===== config.mk =====
export PLATFORM = sky130hd
export DESIGN_NAME = gfx_irq_regs
export DESIGN_NICKNAME = d
export VERILOG_FILES = /design/src/rtl/gfx_irq_regs_pkg.sv /design/src/rtl/gfx_irq_addr_dec.sv /design/src/rtl/gfx_irq_core.sv /design/src/rtl/gfx_irq_rd_mux.sv /design/src/rtl/gfx_irq_regs.sv
export SDC_FILE = /design/constraint.sdc
export NUM_CORES = 1
export LEC_CHECK = 0
export ABC_AREA = 1
export BUFFER_PORTS_ARGS = -buffer_cell sky130_fd_sc_hd__buf_4
export CAP_MARGIN = 20
export CORE_MARGIN = 4
export CORE_UTILIZATION = 31
export CTS_CLUSTER_SIZE = 24
export DETAILED_ROUTE_END_ITERATION = 10
export GPL_ROUTABILITY_DRIVEN = 0
export PLACE_DENSITY = 0.83
export SYNTH_ARGS = -nofsm -noshare
export SYNTH_HDL_FRONTEND = slang
export SYNTH_SLANG_ARGS = --single-unit

===== constraint.sdc =====
create_clock -name clk -period 1.7 [get_ports clk]
set_input_delay 0.34 -clock clk [delete_from_list [all_inputs] [get_ports clk]]
set_output_delay 0.34 -clock clk [all_outputs]
set_load 0.05 [all_outputs]

===== src/rtl/gfx_irq_regs_pkg.sv =====
package gfx_irq_regs_pkg;

    localparam int DATA_W = 32;

    localparam logic [31:0] OFS_VERSION = 32'h0000_0010;
    localparam logic [31:0] OFS_PENDING = 32'h0000_0040;
    localparam logic [31:0] OFS_ENABLE  = 32'h0000_0044;

    localparam logic [7:0]  VER_MAJOR = 8'h01;
    localparam logic [23:0] VER_MINOR = 24'h020100;

    typedef enum logic [1:0] {
        SEL_NONE    = 2'd0,
        SEL_VERSION = 2'd1,
        SEL_PENDING = 2'd2,
        SEL_ENABLE  = 2'd3
    } reg_sel_e;

    typedef struct packed {
        logic pending;
        logic enable;
    } irq_state_t;

    function automatic reg_sel_e decode_ofs(input logic [31:0] ofs);
        case (ofs)
            OFS_VERSION: return SEL_VERSION;
            OFS_PENDING: return SEL_PENDING;
            OFS_ENABLE:  return SEL_ENABLE;
            default:     return SEL_NONE;
        endcase
    endfunction

    function automatic logic [DATA_W-1:0] version_word();
        return {VER_MAJOR, VER_MINOR};
    endfunction

endpackage


===== src/rtl/gfx_irq_addr_dec.sv =====
module gfx_irq_addr_dec
    import gfx_irq_regs_pkg::*;
#(
    parameter int ADDR_W = 12
) (
    input  logic [ADDR_W-1:0] addr,
    output reg_sel_e          sel
);
    localparam int PAD_W = 32 - ADDR_W;

    logic [31:0] addr_ext;

    generate
        if (PAD_W > 0) begin : g_pad
            assign addr_ext = {{PAD_W{1'b0}}, addr};
        end else begin : g_nopad
            assign addr_ext = addr[31:0];
        end
    endgenerate

    assign sel = decode_ofs(addr_ext);
endmodule


===== src/rtl/gfx_irq_core.sv =====
module gfx_irq_core
    import gfx_irq_regs_pkg::*;
(
    input  logic       clk,
    input  logic       rst,
    input  reg_sel_e   sel,
    input  logic       wr,
    input  logic       wbit,
    input  logic       evt,
    output irq_state_t state,
    output logic       irq
);
    irq_state_t st_q, st_d;

    always_comb begin
        st_d = st_q;
        if (wr && sel == SEL_PENDING) st_d.pending = 1'b0;
        if (evt)                      st_d.pending = 1'b1;
        if (wr && sel == SEL_ENABLE)  st_d.enable  = wbit;
    end

    always_ff @(posedge clk) begin
        if (rst) begin
            st_q <= '0;
            irq  <= 1'b0;
        end else begin
            st_q <= st_d;
            irq  <= st_q.pending & st_q.enable;
        end
    end

    assign state = st_q;
endmodule


===== src/rtl/gfx_irq_rd_mux.sv =====
module gfx_irq_rd_mux
    import gfx_irq_regs_pkg::*;
(
    input  logic              clk,
    input  logic              rst,
    input  logic              rd,
    input  reg_sel_e          sel,
    input  irq_state_t        state,
    output logic [DATA_W-1:0] rdata
);
    logic [DATA_W-1:0] rd_val;

    always_comb begin
        rd_val = '0;
        case (sel)
            SEL_VERSION: rd_val = version_word();
            SEL_PENDING: rd_val[0] = state.pending;
            SEL_ENABLE:  rd_val[0] = state.enable;
            default:     rd_val = '0;
        endcase
    end

    always_ff @(posedge clk) begin
        if (rst) rdata <= '0;
        else     rdata <= rd ? rd_val : '0;
    end
endmodule


===== src/rtl/gfx_irq_regs.sv =====
module gfx_irq_regs
    import gfx_irq_regs_pkg::*;
#(
    parameter int ADDR_W = 12
) (
    input  logic              clk,
    input  logic              rst,
    input  logic [ADDR_W-1:0] bus_addr,
    input  logic              bus_wr,
    input  logic [31:0]       bus_wdata,
    input  logic              bus_rd,
    output logic [31:0]       bus_rdata,
    input  logic              pipe_evt,
    output logic              irq_out
);
    reg_sel_e   sel;
    irq_state_t state;
    logic       pend_q;
    logic       en_q;

    gfx_irq_addr_dec #(.ADDR_W(ADDR_W)) u_dec (
        .addr (bus_addr),
        .sel  (sel)
    );

    gfx_irq_core u_core (
        .clk   (clk),
        .rst   (rst),
        .sel   (sel),
        .wr    (bus_wr),
        .wbit  (bus_wdata[0]),
        .evt   (pipe_evt),
        .state (state),
        .irq   (irq_out)
    );

    gfx_irq_rd_mux u_rd (
        .clk   (clk),
        .rst   (rst),
        .rd    (bus_rd),
        .sel   (sel),
        .state (state),
        .rdata (bus_rdata)
    );

    assign pend_q = state.pending;
    assign en_q   = state.enable;
endmodule


Word-level counts from Yosys, hierarchy flattened

Cells that the tools add are included.

Shift operators: 0
Reductions and logical operators: 4
Multiplexer cells: 5
$lt $le $gt $ge: 0
Div/mod/pow operators: 0
Bitwise logic cells: 2
Equal/unequal tests: 6
$mul: 0
Add/subtract/negate cells: 0

Operators by type and width:

| kind                                           | count |
|---|---|
| == test 12 x 7 -> 1 bit, second input constant | 2 |
| 2-to-1 mux 24 bit                              | 1 |
| == test 12 x 5 -> 1 bit, second input constant | 1 |
| one-hot mux 2 bit (3 select lines)             | 1 |
| == test 2 bit, second input constant           | 2 |
| == test 2 x 1 -> 1 bit, second input constant  | 1 |
| logical AND 1 bit                              | 2 |
| 2-to-1 mux 1 bit                               | 2 |
| one-hot mux 1 bit (2 select lines)             | 1 |
| nonzero test 2 bit                             | 1 |
| OR reduction 2 bit                             | 1 |
| bitwise AND 1 bit                              | 1 |
| inverter 1 bit                                 | 1 |

Bits in writable memories: 0
Word-level logic and storage cells: 21
Latch bits: 0
Memories: 0
Register bits after elaboration: 35
Output and inout port bits: 33
Memory bits (read-only): 0

Logic depth before layout (Yosys ltp)

Gate-level depths: netlist (run 1).

Word-level depth: 6
Mapped depth: 9
Mapped depth without buffers: 9

By module

A second synthesis (run 1) with hierarchy kept.

Cells, all modules: 86
Area, all modules: 538.0 um2

Modules (own cells, without submodules):

| module           | sequential area each (um2) | cells each | instances | area an instance (um2) |
|---|---|---|---|---|
| gfx_irq_rd_mux   | 40.0                       | 44         | 1         | 315.3 |
| gfx_irq_core     | 60.1                       | 14         | 1         | 112.6 |
| gfx_irq_addr_dec | 0.0                        | 28         | 1         | 110.1 |

Worst setup path after synthesis (run 1)

Ideal clock, no wire load.

Path kind: register to output
From: register u_rd.rdata[17]
To: output bus_rdata[17]
Required time: 1360 ps
Stages on the path, launching flop included: 2
Path slack: 446 ps
Data arrival time: 914 ps
Cells stage by stage: dfxtp_1 -> buf_4

RTL lines:

| item                     | line                 | RTL |
|---|---|---|
| start: declaration       | gfx_irq_rd_mux.sv:9  | `output logic [DATA_W-1:0] rdata` |
| start signal: assignment | gfx_irq_rd_mux.sv:25 | `else rdata <= rd ? rd_val : '0;` |
| end: declaration         | gfx_irq_regs.sv:12   | `output logic [31:0] bus_rdata,` |

No word-level cell between the ends.

==> metrics.md, run 1 <==
| Metric | Value |
|---|---|
| Maximum vdd drop | 0.000232 V |
| Syn avg cell area | 6.55 sq um |
| P&R area growth vs syn | 17.6% |
| Worst EP required | 1.36 ns |
| Cell chain of the critical path | buf_4 |
| Die X | 50.6 um |
| Clock skew | 0.000979 ns |
| Final Util | 0.383 |
| CTS tree | yes |
| CTS Hold Bufs | 0 |
| First-pass GRT wire length | 1500 um |
| CP max stage cell | dfxtp_1 |
| CP endpoint kind | output port |
| Leak | 0.389 nW |
| Synth warn | 0 |
| Synth Area in Compound Gates | 0.0267 |
| Post-DP HPWL | 934 um |
| Number of sinks on the clock net | 5 |
| Resize count post-CTS | 0 |
| Via/cell ratio | 3.47 |
| Post-synthesis sequential area ratio | 0.178 |
| IO Port Bufs | 22 |
| Starting density of the core | 0.326 |
| Type of the worst min-delay path | in2reg |
| Drt pass-1 iters | 2 |
| Buf+Inv Stages, Crit Path | 1 |
| Final ANT Viol Nets | 0 |
| Synthesized flop and latch total | 5 |
| Synth Area in Simple Gates | 0.276 |
| Final hold viol count | 0 |
| Clock Latency Late Sink | 0.24 ns |
| Min Tclk post-route | 1.12 ns |
| Fmax | 890 MHz |
| RSZ-0062 raised after global routing | no |
| Multiplexer share of the synthesized area | 0 |
| Critical path class | reg2out |
| Status | completed |
| Final Max Tran Viols | 0 |
| TritonCTS Buffers | 3 |
| Final #Nets | 159 |
| Worst path arrival time | 0.78 ns |
| Setup tns final | 0 ns |
| Clk root buf | clkbuf_4 |
| Post-CTS Setup Repair Bufs | 0 |
| Vias in the first global route | 423 |
| Final WL | 962 um |
| Routed vias | 465 |
| Worst-case clock buffer depth | 2 |
| Wire per inst | 7.18 um |
| Total gr overflow | 0 |
| CP max FO | 3 |
| Cell variety after synth | 14 |
| Startpoint types | flip-flop |
| Final Setup Violations | 0 |
| Adder-Cell Fraction of Synth Area | 0 |
| Ports | 82 |
| Post-synthesis xor/xnor area fraction | 0 |
| Critical Path Max Stage Delay | 0.34 ns |
| Clock Pin Slew Worst Setup and Hold Paths | 0.04 ns |
| H-tree levels | 1 |
| Main combinational cell family by area after synthesis | buffers and inverters |
| Site row count | 15 |
| Layout cell share with drive strength beyond 1 | 0.349 |
| CORE AREA | 1730 sq um |
| Largest net degree at the start of global routing | 5 |
| Die Ht | 50.6 um |
| DRC | 0 |
| Ant diodes | 0 |
| DRT iter0 DRCs | 2 |
| Synthesized area | 563 sq um |
| Max-cap viol count | 0 |
| Pwr/cell area | 676 nW/um^2 |
| Initial antenna violation count | 0 |
| Fin crit share | 0.661 |
| Crit-path leading delay family | flip-flops |
| Die area | 2560 sq um |
| Gate Count Post-Synth | 86 |
| Total GRT Usage | 0.0787 |
==> worst paths after layout <==
check / start / endpoint / slack, ns / depth (start not counted)
worst max-delay path: u_rd.rdata[17] / bus_rdata[24] / 0.58 / 1
worst min-delay path: rst / u_core.state[1] / 0.28 / 2
worst max register to register: u_core.state[0] / u_core.state[0] / 1.05 / 4
worst min register to register: u_core.state[0] / u_core.irq / 0.46 / 2
==> metrics by stage <==
stage	hold WS (ns)	instance area (sq um)	power [mW]	worst slack [ns]	std cells
2_1_floorplan	0.412	664	0.330	0.446	113
3_3_place_gp	0.437	636	0.313	0.544	130
3_5_place_dp	0.454	636	0.315	0.505	130
4_1_cts	0.270	662	0.453	0.559	134
5_1_grt	0.256	662	0.478	0.530	134
6_report	0.277	662	0.448	0.576	134
==> power by group <==
part,switching (mW),internal [mW],total (mW)
combinational,0.160,0.0335,0.193
sequential,0.00119,0.119,0.121
clock,0.0451,0.0885,0.134
==> area by class of cell <==
class	count	area, sq um
fill	208	1060
multi-input combinational	61	275
timing repair buffer	22	165
sequential	5	100
inverter	17	63.8
tap	25	31.3
clock buffer	4	26.3
==> cells in the mapped netlist <==
| cell type | n | share of area |
|---|---|---|
| nand4_1 | 2 | 0.022 |
| nor2_4 | 2 | 0.040 |
| inv_1 | 13 | 0.087 |
| conb_1 | 1 | 0.0067 |
| o21ai_1 | 1 | 0.0089 |
| nand2_1 | 9 | 0.060 |
| nor2_1 | 9 | 0.060 |
| a21oi_1 | 2 | 0.018 |
| inv_2 | 4 | 0.027 |
| nand3_2 | 1 | 0.018 |
| dfxtp_1 | 5 | 0.18 |
| nand2_2 | 6 | 0.067 |
| buf_4 | 30 | 0.40 |
| nand3_1 | 1 | 0.0089 |
==> routing by layer <==
metal | global-route usage | vias to the layer above | wire [um]
met1 | 0.0584 | 198 | 261
met4 | 0.0404 | 0 | 0
met3 | 0.0386 | 0 | 140
met5 | 0 | - | 0
met2 | 0.159 | 30 | 560
li1 | - | 237 | -
==> worst register-to-register path, cell delays in order (launching register included) <==
cell and delay (ns):
dfxtp_1 0.35, inv_1 0.06, nand2_2 0.06, inv_1 0.03, nor2_1 0.08
==> cells in the final DEF, fill, tap and decap left out, drive strengths merged <==
cell type / Yosys / layout
a21oi: 2 / 2
buf: 30 / 22
clkbuf: 0 / 4
conb: 1 / 28
dfxtp: 5 / 5
inv: 17 / 17
nand2: 15 / 15
nand3: 2 / 2
nand4: 2 / 2
nor2: 11 / 11
o21ai: 1 / 1
==> registers in the layout (all words and copies together), names as in the netlist <==
| register | flops |
|---|---|
| u_core.irq | 1 |
| u_core.state | 2 |
| u_rd.rdata | 2 |
==> kinds of logic (layout without fill, tap and decap cells) <==
| logic type | Yosys count | after routing |
|---|---|---|
| compound gates | 3 | 3 |
| buf+inv | 47 | 43 |
| flops | 5 | 5 |
| other cells | 1 | 28 |
| simple gates | 30 | 30 |
Power figures use the tool's default switching activity.
==> inputs of run 2 (changes only) <==
Settings changed: CORE_UTILIZATION 31 to 29, PLACE_DENSITY 0.83 to 0.79.
Clock period 1.7 ns to 1.1 ns, I/O delays scaled along.
==> run 2 against run 1 <==
  * Clock skew hardly changed
  * First-iteration DRC count unchanged
  * Critical path depth unchanged
  * Die area increased by 5.8%
  * Setup slack got worse by 0.46 ns
  * Combinational power grew 55%
  * Critical path type unchanged
  * Critical endpoint is now bus_rdata[8]
==> metrics.md, run 2 (synthesis results as in run 1) <==
| Metric | Value |
|---|---|
| DRT iter0 DRCs | 2 (unchanged) |
| Post-CTS Setup Repair Bufs | 0 (unchanged) |
| TritonCTS Buffers | 3 (unchanged) |
| CP max FO | 3 (unchanged) |
| Startpoint types | flip-flop (unchanged) |
| Number of sinks on the clock net | 5 (unchanged) |
| Reg2reg setup slack | 0.43 ns (was 1.05 ns) |
| DRC | 0 (unchanged) |
| Met1 WL | 271 um (was 261 um) |
| Ports | 82 (unchanged) |
| Clock Latency Late Sink | 0.23 ns (was 0.24 ns) |
| Commonest non-fill, non-tap cell in the layout | conb_1 (unchanged) |
| Resize count post-CTS | 0 (unchanged) |
| Final #Nets | 159 (unchanged) |
| Fin Hold WS | 0.160 ns (was 0.277 ns) |
| Final WL | 962 um (unchanged) |
| Final hold viol count | 0 (unchanged) |
| CP endpoint kind | output port (unchanged) |
| Die X | 52.1 um (was 50.6 um) |
| Wire per inst | 7.18 um (unchanged) |
| Initial antenna violation count | 0 (unchanged) |
| Met3 WL | 159 um (was 140 um) |
| Type of the worst min-delay path | in2reg (unchanged) |
| Maximum vdd drop | 0.000447 V (was 0.000232 V) |
| Final Setup Violations | 0 (unchanged) |
| Die Ht | 52.1 um (was 50.6 um) |
| Worst EP required | 0.88 ns (was 1.36 ns) |
| Final Max Tran Viols | 0 (unchanged) |
| Worst path arrival time | 0.76 ns (was 0.78 ns) |
| Top Layer Used | met3 (unchanged) |
| Clk root buf | clkbuf_4 (unchanged) |
| Buf+Inv Stages, Crit Path | 1 (unchanged) |
| Pwr/cell area | 1040 nW/um^2 (was 676 nW/um^2) |
| Vias in the first global route | 378 (was 423) |
| Met2 Routed Length | 531 um (was 560 um) |
| IO Port Bufs | 22 (unchanged) |
| Total GRT Usage | 0.0654 (was 0.0787) |
| Starting density of the core | 0.316 (was 0.326) |
| Via/cell ratio | 3.52 (was 3.47) |
| Final ANT Viol Nets | 0 (unchanged) |
| H-tree levels | 1 (unchanged) |
| CORE AREA | 1780 sq um (was 1730 sq um) |
| Drt pass-1 iters | 4 (was 2) |
| First-pass GRT wire length | 1320 um (was 1500 um) |
| P&R area growth vs syn | 17.8% (was 17.6%) |
| Clock skew | 0.000644 ns (was 0.000979 ns) |
| Commonest non-fill, non-tap cells in the layout | conb_1, buf_4, inv_1 (unchanged) |
| Layout cell share with drive strength beyond 1 | 0.358 (was 0.349) |
| Fmax | 1020 MHz |
| Setup tns final | 0 ns (unchanged) |
| Clock Pin Slew Worst Setup and Hold Paths | 0.04 ns (about the same) |
| RSZ-0062 raised after global routing | no (unchanged) |
| Crit-path leading delay family | flip-flops (unchanged) |
| Max-cap viol count | 0 (unchanged) |
| Critical Path Max Stage Delay | 0.33 ns (was 0.34 ns) |
| Critical path class | reg2out (unchanged) |
| Worst-case clock buffer depth | 2 (unchanged) |
| Site row count | 15 (unchanged) |
| Fin crit share | 0.891 |
| CTS Hold Bufs | 0 (unchanged) |
| Die area | 2710 sq um (was 2560 sq um) |
| Cell chain of the critical path | buf_4 (unchanged) |
| CTS tree | yes (unchanged) |
| Total gr overflow | 0 (unchanged) |
| Largest net degree at the start of global routing | 5 (unchanged) |
| Post-DP HPWL | 933 um (was 934 um) |
| Leak | 0.389 nW (about the same) |
| Routed vias | 472 (was 465) |
| Status | completed (unchanged) |
| CP max stage cell | dfxtp_2 (was dfxtp_1) |
| Min Tclk post-route | 0.980 ns |
| Ant diodes | 0 (unchanged) |
run 2: cell counts in the layout (fill, tap and decap cells not counted):
No cell type changed its count.
run 2: where the power goes:
| part | total [mW] | switching [mW] | internal (mW) |
|---|---|---|---|
| sequential | 0.186 | 0.00181 | 0.185 |
| clock | 0.203 | 0.0662 | 0.137 |
| combinational | 0.299 | 0.247 | 0.0518 |
| total | 0.688 | 0.315 | 0.373 |
run 2: cell type report:
type | instances | area [sq um]
Clock buffer | 4 | 26.3
Fill cell | 188 | 1120
Inverter | 17 | 63.8
Multi-Input combinational cell | 61 | 275
Sequential cell | 5 | 101
Tap cell | 25 | 31.3
Timing Repair Buffer | 22 | 165
run 2: path summary, 6_finish.rpt:
kind	from	to	depth (start not counted)
max	u_rd.rdata[17]	bus_rdata[8]	1
max reg2reg	u_core.state[0]	u_core.state[0]	4
min reg2reg	u_core.state[1]	u_core.irq	2
min	rst	u_core.irq	2
run 2: per-layer routing:
layer | vias up | GRT usage
li1 | 237 | -
met1 | 205 | 0.0480
met2 | 30 | 0.128
met3 | 0 | 0.0430
met4 | 0 | 0.0262
met5 | - | 0
run 2: stage by stage:
stage / util / total power [mW] / cells / worst slack (ns) / area, sq um
6_report: 0.372 / 0.688 / 134 / 0.120 / 663
5_1_grt: 0.372 / 0.737 / 134 / 0.0773 / 663
4_1_cts: 0.372 / 0.696 / 134 / 0.106 / 663
3_5_place_dp: 0.357 / 0.487 / 130 / 0.0247 / 637
3_3_place_gp: 0.357 / 0.483 / 130 / 0.0626 / 637
2_1_floorplan: - / 0.510 / 113 / 0.150 / 666
